**config.mk**
```make
export PLATFORM = sky130hd
export DESIGN_NAME = banked_mmap_dec
export DESIGN_NICKNAME = d
export VERILOG_FILES = /design/src/rtl/mmap_pkg.sv /design/src/rtl/mmap_region_dec.sv /design/src/rtl/mmap_bank_regs.sv /design/src/rtl/mmap_addr_gen.sv /design/src/rtl/banked_mmap_dec.sv
export SDC_FILE = /design/constraint.sdc
export NUM_CORES = 1
export LEC_CHECK = 0
export BUFFER_PORTS_ARGS = -buffer_cell sky130_fd_sc_hd__buf_2
export CAP_MARGIN = 20
export CORE_UTILIZATION = 45
export CTS_BUF_LIST = sky130_fd_sc_hd__clkbuf_8 sky130_fd_sc_hd__clkbuf_16
export DETAILED_ROUTE_END_ITERATION = 8
export PLACE_DENSITY_LB_ADDON = 0.2
export SLEW_MARGIN = 20
export SYNTH_ARGS = -nofsm -noshare
export SYNTH_HDL_FRONTEND = slang
export SYNTH_SLANG_ARGS = --single-unit
```
**constraint.sdc**
```tcl
create_clock -name clk -period 1.8 [get_ports clk]
set_input_delay 0.09 -clock clk [delete_from_list [all_inputs] [get_ports clk]]
set_output_delay 0.09 -clock clk [all_outputs]
set_load 0.005 [all_outputs]
```
**src/rtl/mmap_pkg.sv**
```systemverilog
package mmap_pkg;
    localparam int CPU_AW   = 16;
    localparam int DATA_W   = 8;
    localparam int PAGE_W   = 5;
    localparam int WIN_AW   = 14;
    localparam int FIXED_AW = 10;
    localparam int RAM_AW   = 13;
    localparam int N_WIN    = 3;
    localparam int ROM_AW   = PAGE_W + WIN_AW;

    typedef logic [N_WIN-1:0][PAGE_W-1:0] page_set_t;

    typedef enum logic [1:0] {
        WIN_0   = 2'd0,
        WIN_1   = 2'd1,
        WIN_2   = 2'd2,
        WIN_RAM = 2'd3
    } win_e;
endpackage

```
**src/rtl/mmap_region_dec.sv**
```systemverilog
module mmap_region_dec
    import mmap_pkg::*;
(
    input  logic              clk,
    input  logic              rst_n,
    input  logic [CPU_AW-1:0] cpu_addr,
    input  logic              mem_req,
    input  logic              rd_en,
    input  logic              wr_en,
    output logic              rom_sel,
    output logic              ram_sel
);
    win_e win;

    always_comb begin
        win     = win_e'(cpu_addr[CPU_AW-1 -: 2]);
        rom_sel = 1'b0;
        ram_sel = 1'b0;
        unique case (win)
            WIN_0, WIN_1, WIN_2: rom_sel = mem_req && rd_en;
            WIN_RAM:             ram_sel = mem_req && (rd_en || wr_en);
            default: ;
        endcase
    end

    p_sel_excl_r1: assert property (@(posedge clk) disable iff (!rst_n)
        !(rom_sel && ram_sel));
    p_rom_read_only_r10: assert property (@(posedge clk) disable iff (!rst_n)
        rom_sel |-> (rd_en && mem_req));
    p_idle_no_sel_r11: assert property (@(posedge clk) disable iff (!rst_n)
        (!mem_req || (!rd_en && !wr_en)) |-> (!rom_sel && !ram_sel));
    p_ram_strobe_r2: assert property (@(posedge clk) disable iff (!rst_n)
        ram_sel |-> (rd_en || wr_en));
endmodule

```
**src/rtl/mmap_bank_regs.sv**
```systemverilog
module mmap_bank_regs
    import mmap_pkg::*;
(
    input  logic              clk,
    input  logic              rst_n,
    input  logic [CPU_AW-1:0] cpu_addr,
    input  logic [PAGE_W-1:0] wdata_lo,
    input  logic              mem_req,
    input  logic              wr_en,
    output page_set_t         page_q
);
    localparam logic [CPU_AW-3:0] REG_BLOCK = '1;

    logic reg_wr;
    assign reg_wr = mem_req && wr_en && (cpu_addr[CPU_AW-1:2] == REG_BLOCK);

    for (genvar w = 0; w < N_WIN; w++) begin : g_page
        localparam logic [1:0]        SLOT    = 2'(w + 1);
        localparam logic [PAGE_W-1:0] RST_VAL = PAGE_W'(w);

        always_ff @(posedge clk or negedge rst_n) begin
            if (!rst_n)
                page_q[w] <= RST_VAL;
            else if (reg_wr && cpu_addr[1:0] == SLOT)
                page_q[w] <= wdata_lo;
        end

        p_page_load_r6: assert property (@(posedge clk) disable iff (!rst_n)
            (reg_wr && cpu_addr[1:0] == SLOT) |=> (page_q[w] == $past(wdata_lo)));
    end

    p_ctrl_no_effect_r7: assert property (@(posedge clk) disable iff (!rst_n)
        (reg_wr && cpu_addr[1:0] == 2'd0) |=> $stable(page_q));
    p_no_write_hold_r10: assert property (@(posedge clk) disable iff (!rst_n)
        !reg_wr |=> $stable(page_q));
endmodule

```
**src/rtl/mmap_addr_gen.sv**
```systemverilog
module mmap_addr_gen
    import mmap_pkg::*;
(
    input  logic [CPU_AW-1:0] cpu_addr,
    input  page_set_t         page_q,
    output logic [ROM_AW-1:0] rom_addr,
    output logic [RAM_AW-1:0] ram_addr
);
    localparam int HI_W = WIN_AW - FIXED_AW;

    logic [1:0]        win;
    logic              fixed_area;
    logic [PAGE_W-1:0] page;

    always_comb begin
        win        = cpu_addr[CPU_AW-1 -: 2];
        fixed_area = (win == 2'd0) && (cpu_addr[WIN_AW-1:FIXED_AW] == HI_W'(0));
        if (fixed_area || win == 2'd3)
            page = '0;
        else
            page = page_q[win];
        rom_addr = {page, cpu_addr[WIN_AW-1:0]};
        ram_addr = cpu_addr[RAM_AW-1:0];
    end
endmodule

```
**src/rtl/banked_mmap_dec.sv**
```systemverilog
module banked_mmap_dec
    import mmap_pkg::*;
(
    input  logic              clk,
    input  logic              rst_n,
    input  logic [15:0]       cpu_addr,
    input  logic [7:0]        cpu_wdata,
    input  logic              mem_req,
    input  logic              rd_en,
    input  logic              wr_en,
    output logic              rom_sel,
    output logic              ram_sel,
    output logic [18:0]       rom_addr,
    output logic [12:0]       ram_addr
);
    page_set_t page_q;
    logic      unused_hi_data;

    assign unused_hi_data = ^cpu_wdata[DATA_W-1:PAGE_W];

    mmap_region_dec u_region (
        .clk      (clk),
        .rst_n    (rst_n),
        .cpu_addr (cpu_addr),
        .mem_req  (mem_req),
        .rd_en    (rd_en),
        .wr_en    (wr_en),
        .rom_sel  (rom_sel),
        .ram_sel  (ram_sel)
    );

    mmap_bank_regs u_banks (
        .clk      (clk),
        .rst_n    (rst_n),
        .cpu_addr (cpu_addr),
        .wdata_lo (cpu_wdata[PAGE_W-1:0]),
        .mem_req  (mem_req),
        .wr_en    (wr_en),
        .page_q   (page_q)
    );

    mmap_addr_gen u_addr (
        .cpu_addr (cpu_addr),
        .page_q   (page_q),
        .rom_addr (rom_addr),
        .ram_addr (ram_addr)
    );

    p_fixed_page_r4: assert property (@(posedge clk) disable iff (!rst_n)
        (rom_sel && cpu_addr[15:10] == 6'd0) |-> (rom_addr[18:14] == 5'd0));
    p_ram_mirror_r5: assert property (@(posedge clk) disable iff (!rst_n)
        ram_sel |-> (ram_addr == cpu_addr[12:0]));
    p_offset_pass_r3: assert property (@(posedge clk) disable iff (!rst_n)
        rom_sel |-> (rom_addr[13:0] == cpu_addr[13:0]));
endmodule

```
# == After elaboration in Yosys (flattened, before gate mapping) ==
# Index checks and enable logic that the tools add are counted.
# totals
regBits,15
latch_bits,0
ramBits,0
romBits,0
input_bits,29
output_inout_bits,34
wordCells,29
n_memories,0
# op_classes
n_addsub,0
mul,0
n_div,0
order_cmp,1
n_eq_ne,7
shifts,0
muxes,5
bitwise,0
reduce_logical,13
# ops
cell,count
$eq A14 B14 Y1 const B,1
$bmux W5 S2,1
$mux W5,2
$eq A2 B2 Y1 const B,4
$logic_and A1 B1 Y1,8
$eq A2 B1 Y1 const B,2
$logic_not A4 Y1,1
$lt A2 B3 Y1 const B,1
$reduce_or A3 Y1,1
$logic_not A2 Y1,1
$logic_or A1 B1 Y1,2
$mux W1,2

# == Depth between registers and ports, before layout ==
# Gate-level depths: netlist of the first run.
# depth
depth_word,4
ltp_mapped,5
depth_no_buf,4

# == Cells and area by module ==
# From an unflattened synthesis of the first run, not the netlist that was laid out.
# hier_totals
hier_cells,92
hier_area_um2,996.0
# modules_own_cells
module,instances,cells_each,area_per_inst_um2,seq_area_each_um2
mmap_bank_regs,1,38,604.3,377.9
mmap_addr_gen,1,51,371.6,0.0
mmap_region_dec,1,3,20.0,0.0

# == Worst setup path after synthesis of the first run ==
# Ideal clock, no wire load.
# synth_path
path_type,in2out
start,input port cpu_addr[15]
end,output port rom_addr[14]
arrival_ns,1.123
t_required_ns,1.710
setup_slack_ns,0.587
path_stages,4
n_path_buf,1
cell_sequence,buf_2 -> or4_1 -> o31ai_2 -> nor2_1
# synth_via
elab_chain_cells,4
word_cells_on_any_way,7
cone_classes,1 x eq/ne; 3 x mux; 3 x reduce/logical
# synth_lines
element,line,source
"start, declared",banked_mmap_dec.sv:6,"input logic [15:0] cpu_addr,"
branches (longest 3 deep; another with $bmux W5 S2),n/a,
$mux W5 (*),mmap_addr_gen.sv:18,if (fixed_area || win == 2'd3)
"end, declared",banked_mmap_dec.sv:13,"output logic [18:0] rom_addr,"
# Every way passes the cells marked *. The select of a mux whose other input is x is not followed.

# == Worst setup path after layout of the first run ==
# layout_path
start,input port cpu_addr[15]
end,output port rom_addr[17]
# Same word-level chain as after synthesis.

==> results of run 1 <==
## placed cells by master, fill, tap and decap left out, drive strengths merged
master | netlist | layout
nand3 | 2 | 2
mux2i | 5 | 5
dfrtp | 13 | 13
dlygate4sd3 | 0 | 1
or4 | 1 | 1
nand2 | 2 | 2
dfstp | 2 | 2
nor2b | 1 | 1
nor2 | 13 | 13
o31ai | 1 | 1
a21oi | 5 | 5
clkinv | 0 | 1
buf | 29 | 59
nor3 | 1 | 1
nand4b | 2 | 2
nand4 | 3 | 3
and3 | 1 | 1
clkbuf | 0 | 3
mux2 | 15 | 15
## cell usage after synthesis (2+ instances only)
cell type  number  area share
dfrtp_1        13        0.32
dfstp_2         2       0.052
nand2_1         2      0.0074
nand4b_2        2       0.029
mux2i_1         5       0.049
nand4_1         2       0.012
mux2_2         15        0.17
nor2_1         13       0.048
buf_4          28        0.21
a21oi_1         5       0.025
## cell type report
class / instances / area share
clock inverters: 1 / 0.004206
repair buffers: 60 / 0.2566
clock buffers: 3 / 0.03470
flip-flops and latches: 15 / 0.3176
well taps: 27 / 0.02839
multi-input cells: 52 / 0.3586
## through the flow
stage,worst slack (ns),hold WS [ns],power (mW),util,cells
after floorplan,0.5872,-0.2056,0.4159,-,96
final,0.3290,0.1019,0.7116,0.5827,158
after global routing,0.1983,0.1056,0.7444,0.5827,158
after detailed placement,0.3068,0.01294,0.4517,0.5551,153
after global placement,0.3089,0.001837,0.4484,0.5551,153
after CTS,0.3061,0.09741,0.7221,0.5827,158
## cells by family (layout without fill, tap and decap cells)
kind of cell | count (synthesis) | count (layout) | synth area share
buffers and inverters | 29 | 64 | 0.2110
and+or+nand+nor | 26 | 26 | 0.1669
muxes | 20 | 20 | 0.2147
DFF | 15 | 15 | 0.3705
AOI/OAI and AO/OA | 6 | 6 | 0.03680
## report_power, final
group          switching [mW]  internal, mW  total (mW)
sequential          0.0000287         0.338       0.338
combinational          0.0578        0.0508       0.109
clock                   0.112         0.153       0.265
total                   0.170         0.541       0.712
## layer usage
metal / up-vias / GRT usage
met3: 2 / 0.03395
li1: 377 / -
met4: 0 / 0.04762
met5: - / 0
met1: 334 / 0.2121
met2: 35 / 0.3153
## final timing paths
| check | cells past startpoint | slack (ns) | end |
|---|---|---|---|
| hold reg to reg | 1 | 0.51 | u_banks.page_q[0]$_DFFE_PN0P_ |
| min in group asynchronous | 2 | 0.28 | u_banks.page_q[0]$_DFFE_PN0P_ |
| max in group asynchronous | 2 | 1.23 | u_banks.page_q[11]$_DFFE_PN1P_ |
| setup reg to reg | 1 | 1.03 | u_banks.page_q[4]$_DFFE_PN0P_ |
| hold / removal | 2 | 0.10 | u_banks.page_q[1]$_DFFE_PN0P_ |
| setup / recovery | 5 | 0.33 | rom_addr[17] |
## what timing repair did
action | CTS | global route
setup endpoints to repair | 0 | 0
hold buffers | 1 | 0
endpoints found under the hold margin | 13 | 0
buffers inserted | 0 | 0
==> impl_metrics.xml, run 1 <==
<?xml version="1.0" encoding="UTF-8"?>
<metrics>
  <group name="routing">
    <metric name="detail_route.drc_violations" unit="">0</metric>
    <metric name="vias" unit="">748</metric>
    <metric name="final_wirelength" unit="µm">2013</metric>
    <metric name="route.met2.wl" unit="µm">998</metric>
    <metric name="post_drt_wl_per_cell" unit="µm">12.74</metric>
    <metric name="antenna_violating_nets_post_route" unit="">0</metric>
    <metric name="met3_wirelength" unit="µm">126</metric>
    <metric name="first_iter_violations" unit="">9</metric>
    <metric name="met1_length" unit="µm">879</metric>
    <metric name="drt-pass1-iter-count" unit="">4</metric>
    <metric name="route.detailed.vias_per_inst" unit="">4.734</metric>
    <metric name="route.top_layer_used" unit="">met4</metric>
  </group>
  <group name="place">
    <metric name="place_area" unit="mm²">0.001134</metric>
    <metric name="place.port_buffers" unit="">59</metric>
    <metric name="post-dp-hpwl" unit="µm">1543</metric>
    <metric name="gp_congestion" unit="">0.7142</metric>
  </group>
  <group name="setup_path">
    <metric name="critical_path.cell_chain" unit="">buf_2 -&gt; or4_1 -&gt; o31ai_2 -&gt; nor2_1 -&gt; buf_2</metric>
    <metric name="critical_path.endpoint_type" unit="">primary output</metric>
    <metric name="timing.setup.critical_path_class" unit="">in2out</metric>
    <metric name="worst_path_required_time" unit="ns">1.71</metric>
    <metric name="worst_r2r_startpoint" unit="">u_banks.page_q[4]$_DFFE_PN0P_</metric>
    <metric name="critical-path-top-delay-family" unit="">simple AND/OR/NAND/NOR gates</metric>
    <metric name="max_stage_delay_cell_worst_path" unit="">or4_1</metric>
    <metric name="cpPeakStageDelay" unit="ns">0.49</metric>
    <metric name="critPathMostFrequentCell" unit="">buf_2</metric>
    <metric name="cp.buffers_inverters" unit="">2</metric>
    <metric name="crit_arrival" unit="ns">1.38</metric>
    <metric name="cp-startpoint" unit="">cpu_addr[15]</metric>
    <metric name="worst_setup_path_start_kind" unit="">primary input</metric>
    <metric name="critPathMaxFanout" unit="">9</metric>
  </group>
  <group name="global_routing">
    <metric name="globalRouteOverflowTotal" unit="">0</metric>
    <metric name="number_of_global_route_vias_before_repair" unit="">727</metric>
    <metric name="grt_first_pass_wirelength" unit="µm">3277</metric>
    <metric name="grtUsageTotal" unit="">0.1760</metric>
    <metric name="grt_antenna_before_repair" unit="">0</metric>
    <metric name="maximum_number_of_pins_on_one_net_before_global_route_repair" unit="">16</metric>
  </group>
  <group name="die">
    <metric name="die_height" unit="µm">49.61</metric>
    <metric name="die_w" unit="µm">49.61</metric>
    <metric name="die_area" unit="mm²">0.002461</metric>
    <metric name="pin_count" unit="">63</metric>
    <metric name="core_region_area" unit="mm²">0.002042</metric>
    <metric name="std_cell_rows" unit="">16</metric>
    <metric name="initial_core_util" unit="">0.4994</metric>
  </group>
  <group name="final_layout">
    <metric name="synthToLayoutAreaGrowth" unit="%">16.69</metric>
    <metric name="num-fill-cells" unit="">171</metric>
    <metric name="finalInstanceArea" unit="mm²">0.001190</metric>
    <metric name="antenna_cells_inserted" unit="">0</metric>
    <metric name="seq_area" unit="µm²">377.9</metric>
    <metric name="top_register" unit="">u_banks.page_q</metric>
    <metric name="multiInputGateArea" unit="µm²">426.7</metric>
    <metric name="fin_nets" unit="">161</metric>
    <metric name="layout-drive-gt1-share" unit="">0.6565</metric>
    <metric name="largest_reg_flops" unit="">15</metric>
    <metric name="largest_registers" unit="">u_banks.page_q (15)</metric>
  </group>
  <group name="sta">
    <metric name="worst-slew-pin-transition" unit="ns">0.4180</metric>
    <metric name="max_freq" unit="GHz">0.6798</metric>
    <metric name="final_hold_viol_count" unit="">0</metric>
    <metric name="worst_clock_skew" unit="ns">0</metric>
    <metric name="slew_viol_final" unit="">0</metric>
    <metric name="timing.final.crit_period" unit="ns">1.471</metric>
    <metric name="final-setup-viol-count" unit="">0</metric>
    <metric name="rsz_0062_raised_after_global_routing" unit="">no</metric>
    <metric name="setup-tns-final" unit="ns">0</metric>
    <metric name="final.period_utilization" unit="">0.8172</metric>
    <metric name="slew_headroom" unit="">0.7196</metric>
  </group>
  <group name="power_and_ir_drop">
    <metric name="vdd_drop_max" unit="mV">0.5039</metric>
    <metric name="static-leakage-power" unit="nW">0.7078</metric>
    <metric name="powerDensity" unit="mW/mm²">598.0</metric>
  </group>
  <group name="logic_synthesis">
    <metric name="post_synthesis_cell_type_count" unit="">19</metric>
    <metric name="synth.avg_cell_area" unit="µm²">10.62</metric>
    <metric name="synth_nets" unit="">125</metric>
    <metric name="dominantRegCellSynth" unit="">dfrtp_1</metric>
    <metric name="synth-warning-count" unit="">0</metric>
    <metric name="async_set_reset_flop_share_out_of_synthesis" unit="">1.000</metric>
    <metric name="synth_enable_flop_cells" unit="">0</metric>
    <metric name="ys_ff_latch" unit="">15</metric>
    <metric name="seq_area_frac_synth" unit="">0.3706</metric>
    <metric name="syn_area" unit="mm²">0.001020</metric>
    <metric name="netlist_instances" unit="">96</metric>
  </group>
  <group name="min_path">
    <metric name="hold_path.class" unit="">in2reg</metric>
    <metric name="worstHoldStart" unit="">cpu_wdata[1]</metric>
  </group>
  <group name="cts">
    <metric name="cts_max_level" unit="">1</metric>
    <metric name="clockRootBuffer" unit="">clkbuf_8</metric>
    <metric name="tritoncts_clock_tree" unit="">yes</metric>
    <metric name="cts.reportedPaths.clkPinSlew" unit="ns">0.06</metric>
    <metric name="cts-buffers-inserted" unit="">3</metric>
    <metric name="tritoncts_num_sinks" unit="">15</metric>
    <metric name="clock_tree.buffer_depth" unit="">2</metric>
    <metric name="post_cts_resize_count" unit="">0</metric>
    <metric name="clock_insertion_delay_worst_skew" unit="ns">0.25</metric>
  </group>
  <group name="run_status">
    <metric name="run_status" unit="">completed</metric>
  </group>
  <group name="run">
    <metric name="max_cap_violations" unit="">0</metric>
  </group>
</metrics>
Power figures use the tool's default switching activity.
==> run 2, diff against run 1 <==
--- a/config.mk
+++ b/config.mk
@@ -5,9 +5,10 @@
 export SDC_FILE = /design/constraint.sdc
 export NUM_CORES = 1
 export LEC_CHECK = 0
+export ABC_AREA = 1
 export BUFFER_PORTS_ARGS = -buffer_cell sky130_fd_sc_hd__buf_2
 export CAP_MARGIN = 20
-export CORE_UTILIZATION = 45
+export CORE_UTILIZATION = 39
 export CTS_BUF_LIST = sky130_fd_sc_hd__clkbuf_8 sky130_fd_sc_hd__clkbuf_16
 export DETAILED_ROUTE_END_ITERATION = 8
 export PLACE_DENSITY_LB_ADDON = 0.2
==> constraint.sdc (replaced) <==
create_clock -name clk -period 1.2 [get_ports clk]
set_input_delay 0.06 -clock clk [delete_from_list [all_inputs] [get_ports clk]]
set_output_delay 0.06 -clock clk [all_outputs]
set_load 0.005 [all_outputs]
==> impl_metrics.xml, run 2 <==
<?xml version="1.0" encoding="UTF-8"?>
<metrics>
  <group name="die">
    <metric name="core_region_area" unit="mm²">0.002522</metric>
    <metric name="initial_core_util" unit="">0.4177</metric>
    <metric name="pin_count" unit="">63</metric>
    <metric name="die_w" unit="µm">53.98</metric>
    <metric name="die_height" unit="µm">53.98</metric>
    <metric name="die_area" unit="mm²">0.002913</metric>
    <metric name="std_cell_rows" unit="">18</metric>
  </group>
  <group name="setup_path">
    <metric name="worst_setup_path_start_kind" unit="">register</metric>
    <metric name="cp-startpoint" unit="">u_banks.page_q[2]$_DFFE_PN0P_</metric>
    <metric name="worst_path_required_time" unit="ns">1.14</metric>
    <metric name="critical_path.cell_chain" unit="">or2_4 -&gt; o211ai_1 -&gt; a21oi_1 -&gt; buf_2</metric>
    <metric name="endpoint" unit="">rom_addr[16]</metric>
    <metric name="critical-path-top-delay-family" unit="">flip-flops</metric>
    <metric name="worst_r2r_end" unit="">u_banks.page_q[5]$_DFFE_PN1P_</metric>
    <metric name="timing.setup.critical_path_class" unit="">reg2out</metric>
    <metric name="reg2reg_depth" unit="">3</metric>
    <metric name="max_stage_delay_cell_worst_path" unit="">dfrtp_1</metric>
    <metric name="crit_arrival" unit="ns">1.19</metric>
    <metric name="critPathMaxFanout" unit="">2</metric>
    <metric name="path_depth" unit="">4</metric>
    <metric name="cp.buffers_inverters" unit="">1</metric>
    <metric name="worst_r2r_startpoint" unit="">u_banks.page_q[5]$_DFFE_PN1P_</metric>
    <metric name="reg2reg_setup_slack" unit="ns">0.42</metric>
    <metric name="cpPeakStageDelay" unit="ns">0.39</metric>
    <metric name="critical_path.endpoint_type" unit="">primary output</metric>
  </group>
  <group name="logic_synthesis">
    <metric name="async_set_reset_flop_share_out_of_synthesis" unit="">1.000</metric>
    <metric name="synth_area_leaders" unit="">dfrtp_1, buf_4, nand2_1</metric>
    <metric name="synth-warning-count" unit="">0</metric>
    <metric name="synthDominantAreaCellType" unit="">dfrtp_1</metric>
    <metric name="seq_area_frac_synth" unit="">0.3587</metric>
    <metric name="ys_ff_latch" unit="">15</metric>
    <metric name="synth_enable_flop_cells" unit="">0</metric>
    <metric name="synthMostInstantiatedCell" unit="">nand2_1</metric>
    <metric name="yosys-top-cells-count" unit="">nand2_1, buf_4, nand3_1, dfrtp_1</metric>
    <metric name="synth_nets" unit="">172</metric>
    <metric name="yosysTopAreaCellShare" unit="">0.3088</metric>
    <metric name="synth.avg_cell_area" unit="µm²">7.367</metric>
    <metric name="post_synthesis_cell_type_count" unit="">16</metric>
    <metric name="syn_area" unit="mm²">0.001054</metric>
    <metric name="dominantRegCellSynth" unit="">dfrtp_1</metric>
    <metric name="netlist_instances" unit="">143</metric>
  </group>
  <group name="routing">
    <metric name="first_iter_violations" unit="">34</metric>
    <metric name="vias" unit="">1062</metric>
    <metric name="route.detailed.vias_per_inst" unit="">4.940</metric>
    <metric name="antenna_violating_nets_post_route" unit="">0</metric>
    <metric name="drt-pass1-iter-count" unit="">6</metric>
    <metric name="final_wirelength" unit="µm">2312</metric>
    <metric name="post_drt_wl_per_cell" unit="µm">10.75</metric>
    <metric name="detail_route.drc_violations" unit="">0</metric>
  </group>
  <group name="cts">
    <metric name="clockRootBuffer" unit="">clkbuf_8</metric>
    <metric name="tritoncts_num_sinks" unit="">15</metric>
    <metric name="tritoncts_clock_tree" unit="">yes</metric>
    <metric name="clock_insertion_delay_worst_skew" unit="ns">0.25</metric>
    <metric name="clock_tree.buffer_depth" unit="">2</metric>
    <metric name="cts-buffers-inserted" unit="">3</metric>
    <metric name="cts_max_level" unit="">1</metric>
    <metric name="cts.reportedPaths.clkPinSlew" unit="ns">0.06</metric>
  </group>
  <group name="power_and_ir_drop">
    <metric name="clockPowerShare" unit="">0.361</metric>
    <metric name="switching_share" unit="">0.2510</metric>
    <metric name="netsw" unit="mW">0.2781</metric>
    <metric name="powerDensity" unit="mW/mm²">859.8</metric>
    <metric name="cellInternalPower" unit="mW">0.8300</metric>
    <metric name="comb_power_share" unit="">0.182</metric>
    <metric name="totalPowerFinal" unit="mW">1.108</metric>
    <metric name="power.sequential.fraction" unit="">0.457</metric>
    <metric name="static-leakage-power" unit="nW">0.7486</metric>
    <metric name="vdd_drop_max" unit="mV">0.8131</metric>
  </group>
  <group name="final_layout">
    <metric name="top_register" unit="">u_banks.page_q</metric>
    <metric name="largest_registers" unit="">u_banks.page_q (15)</metric>
    <metric name="mostFrequentLayoutCell" unit="">buf_2</metric>
    <metric name="antenna_cells_inserted" unit="">0</metric>
    <metric name="stdcell_count" unit="">215</metric>
    <metric name="largest_reg_flops" unit="">15</metric>
    <metric name="synthToLayoutAreaGrowth" unit="%">22.33</metric>
    <metric name="layout-drive-gt1-share" unit="">0.4378</metric>
    <metric name="fin_nets" unit="">215</metric>
    <metric name="layout.cells.most_common_list" unit="">buf_2, nand2_1, nand3_1</metric>
  </group>
  <group name="global_routing">
    <metric name="globalRouteOverflowTotal" unit="">0</metric>
    <metric name="maximum_number_of_pins_on_one_net_before_global_route_repair" unit="">16</metric>
    <metric name="grt_antenna_before_repair" unit="">0</metric>
    <metric name="number_of_global_route_vias_before_repair" unit="">932</metric>
    <metric name="grt_first_pass_wirelength" unit="µm">3643</metric>
    <metric name="grtUsageTotal" unit="">0.1773</metric>
  </group>
  <group name="sta">
    <metric name="rsz_0062_raised_after_global_routing" unit="">yes</metric>
    <metric name="slew_viol_final" unit="">0</metric>
    <metric name="final_hold_viol_count" unit="">0</metric>
    <metric name="worst_clock_skew" unit="ns">0</metric>
    <metric name="worst_hold_slack" unit="ns">0.05610</metric>
    <metric name="final-setup-viol-count" unit="">5</metric>
    <metric name="slew_headroom" unit="">0.7757</metric>
    <metric name="finalWorstSetupSlack" unit="ns">-0.04809</metric>
    <metric name="timing.final.crit_period" unit="ns">1.248</metric>
    <metric name="max_freq" unit="GHz">0.8012</metric>
    <metric name="worst-slew-pin-transition" unit="ns">0.3352</metric>
    <metric name="final.period_utilization" unit="">1.040</metric>
  </group>
  <group name="place">
    <metric name="gp_congestion" unit="">0.7559</metric>
    <metric name="place.detailed.instances" unit="">206</metric>
    <metric name="post-dp-hpwl" unit="µm">1863</metric>
    <metric name="place.port_buffers" unit="">59</metric>
  </group>
  <group name="min_path">
    <metric name="hold_path.class" unit="">in2reg</metric>
  </group>
  <group name="run_status">
    <metric name="run_status" unit="">finished with violations</metric>
    <metric name="failed_checks" unit="">negative setup slack</metric>
  </group>
  <group name="run">
    <metric name="max_cap_violations" unit="">0</metric>
  </group>
</metrics>
==> run 2: cell count changes in the layout (fill, tap and decap cells not counted), moves of 2 or more <==
cell | previous run | this run
a21oi_1 | 5 | 7
buf_4 | 0 | 8
inv_1 | 0 | 6
mux2_2 | 15 | 0
mux2i_1 | 5 | 0
nand2_1 | 2 | 44
nand2_2 | 0 | 2
nand3_1 | 1 | 20
nand4b_2 | 2 | 0
nor2_1 | 13 | 7
o211ai_1 | 0 | 5
or2_4 | 0 | 5
==> run 2: per-layer routing <==
metal  GRT usage  share of wire  wire length (µm)
met1      0.1807           0.40               917
met2      0.3313           0.48              1121
met3     0.03107          0.096               223
met4      0.1068          0.021                49
met5           0              0                 0
==> run 2: power groups by stage <==
stage / clock [mW] / combinational [mW] / sequential (mW)
floorplan: 0 / 0.127 / 0.515
global placement: 0 / 0.192 / 0.515
detailed placement: 0 / 0.195 / 0.515
CTS: 0.412 / 0.204 / 0.507
global route: 0.436 / 0.231 / 0.506
finish: 0.400 / 0.201 / 0.507
==> run 2: layout make-up <==
type / instances / area, µm²
inverters: 5 / 18.77
multi-input cells: 93 / 444.2
well taps: 30 / 37.54
clock inverters: 1 / 3.754
flip-flops and latches: 15 / 377.9
fillers: 255 / 1234
repair buffers: 68 / 365.4
clock buffers: 3 / 41.29
==> run 2: worst min-delay path, cell delays in order <==
cell     delay (ns)
buf_2          0.12
nand3_1        0.07
nand2_1        0.05
==> run 2: stage by stage <==
stage	instance area, µm²	setup slack [ns]	util	setup TNS [ns]
after global placement	1191	0.1016	0.4722	0
after floorplan	1054	0.2745	-	0
after detailed placement	1191	0.09126	0.4722	0
after global routing	1289	-0.09247	0.5109	-0.4090
final	1289	-0.04809	0.5109	-0.1906
after CTS	1281	-0.04357	0.5079	-0.1866
==> run 2: cell families (layout without fill, tap and decap cells) <==
| family | after synthesis | in the layout | share of synthesized area |
|---|---|---|---|
| DFF | 15 | 15 | 0.3587 |
| buffers and inverters | 35 | 77 | 0.2316 |
| and+or+nand+nor | 81 | 81 | 0.3409 |
| AOI/OAI and AO/OA | 12 | 12 | 0.06888 |
==> run 2: how the worst min path moves through the flow <==
stage                             from  slack [ns]                             to  cells after the start
after floorplan                  rst_n       -0.24  u_banks.page_q[0]$_DFFE_PN0P_                      0
after global placement           rst_n       -0.03  u_banks.page_q[2]$_DFFE_PN0P_                      1
after detailed placement         rst_n       -0.02  u_banks.page_q[2]$_DFFE_PN0P_                      1
final                     cpu_wdata[0]        0.06  u_banks.page_q[5]$_DFFE_PN1P_                      3
after global routing      cpu_wdata[0]        0.06  u_banks.page_q[5]$_DFFE_PN1P_                      3
after CTS                 cpu_wdata[0]        0.05  u_banks.page_q[5]$_DFFE_PN1P_                      3
==> run 2: repair_timing <==
item | 4_1_cts | 5_1_grt
buffers inserted | 3 | 1
pin swaps | 6 | 3
endpoints found under the setup margin | 5 | 5
endpoints found under the hold margin | 15 | 0
hold buffers | 1 | 0
resized for setup | 5 | 0
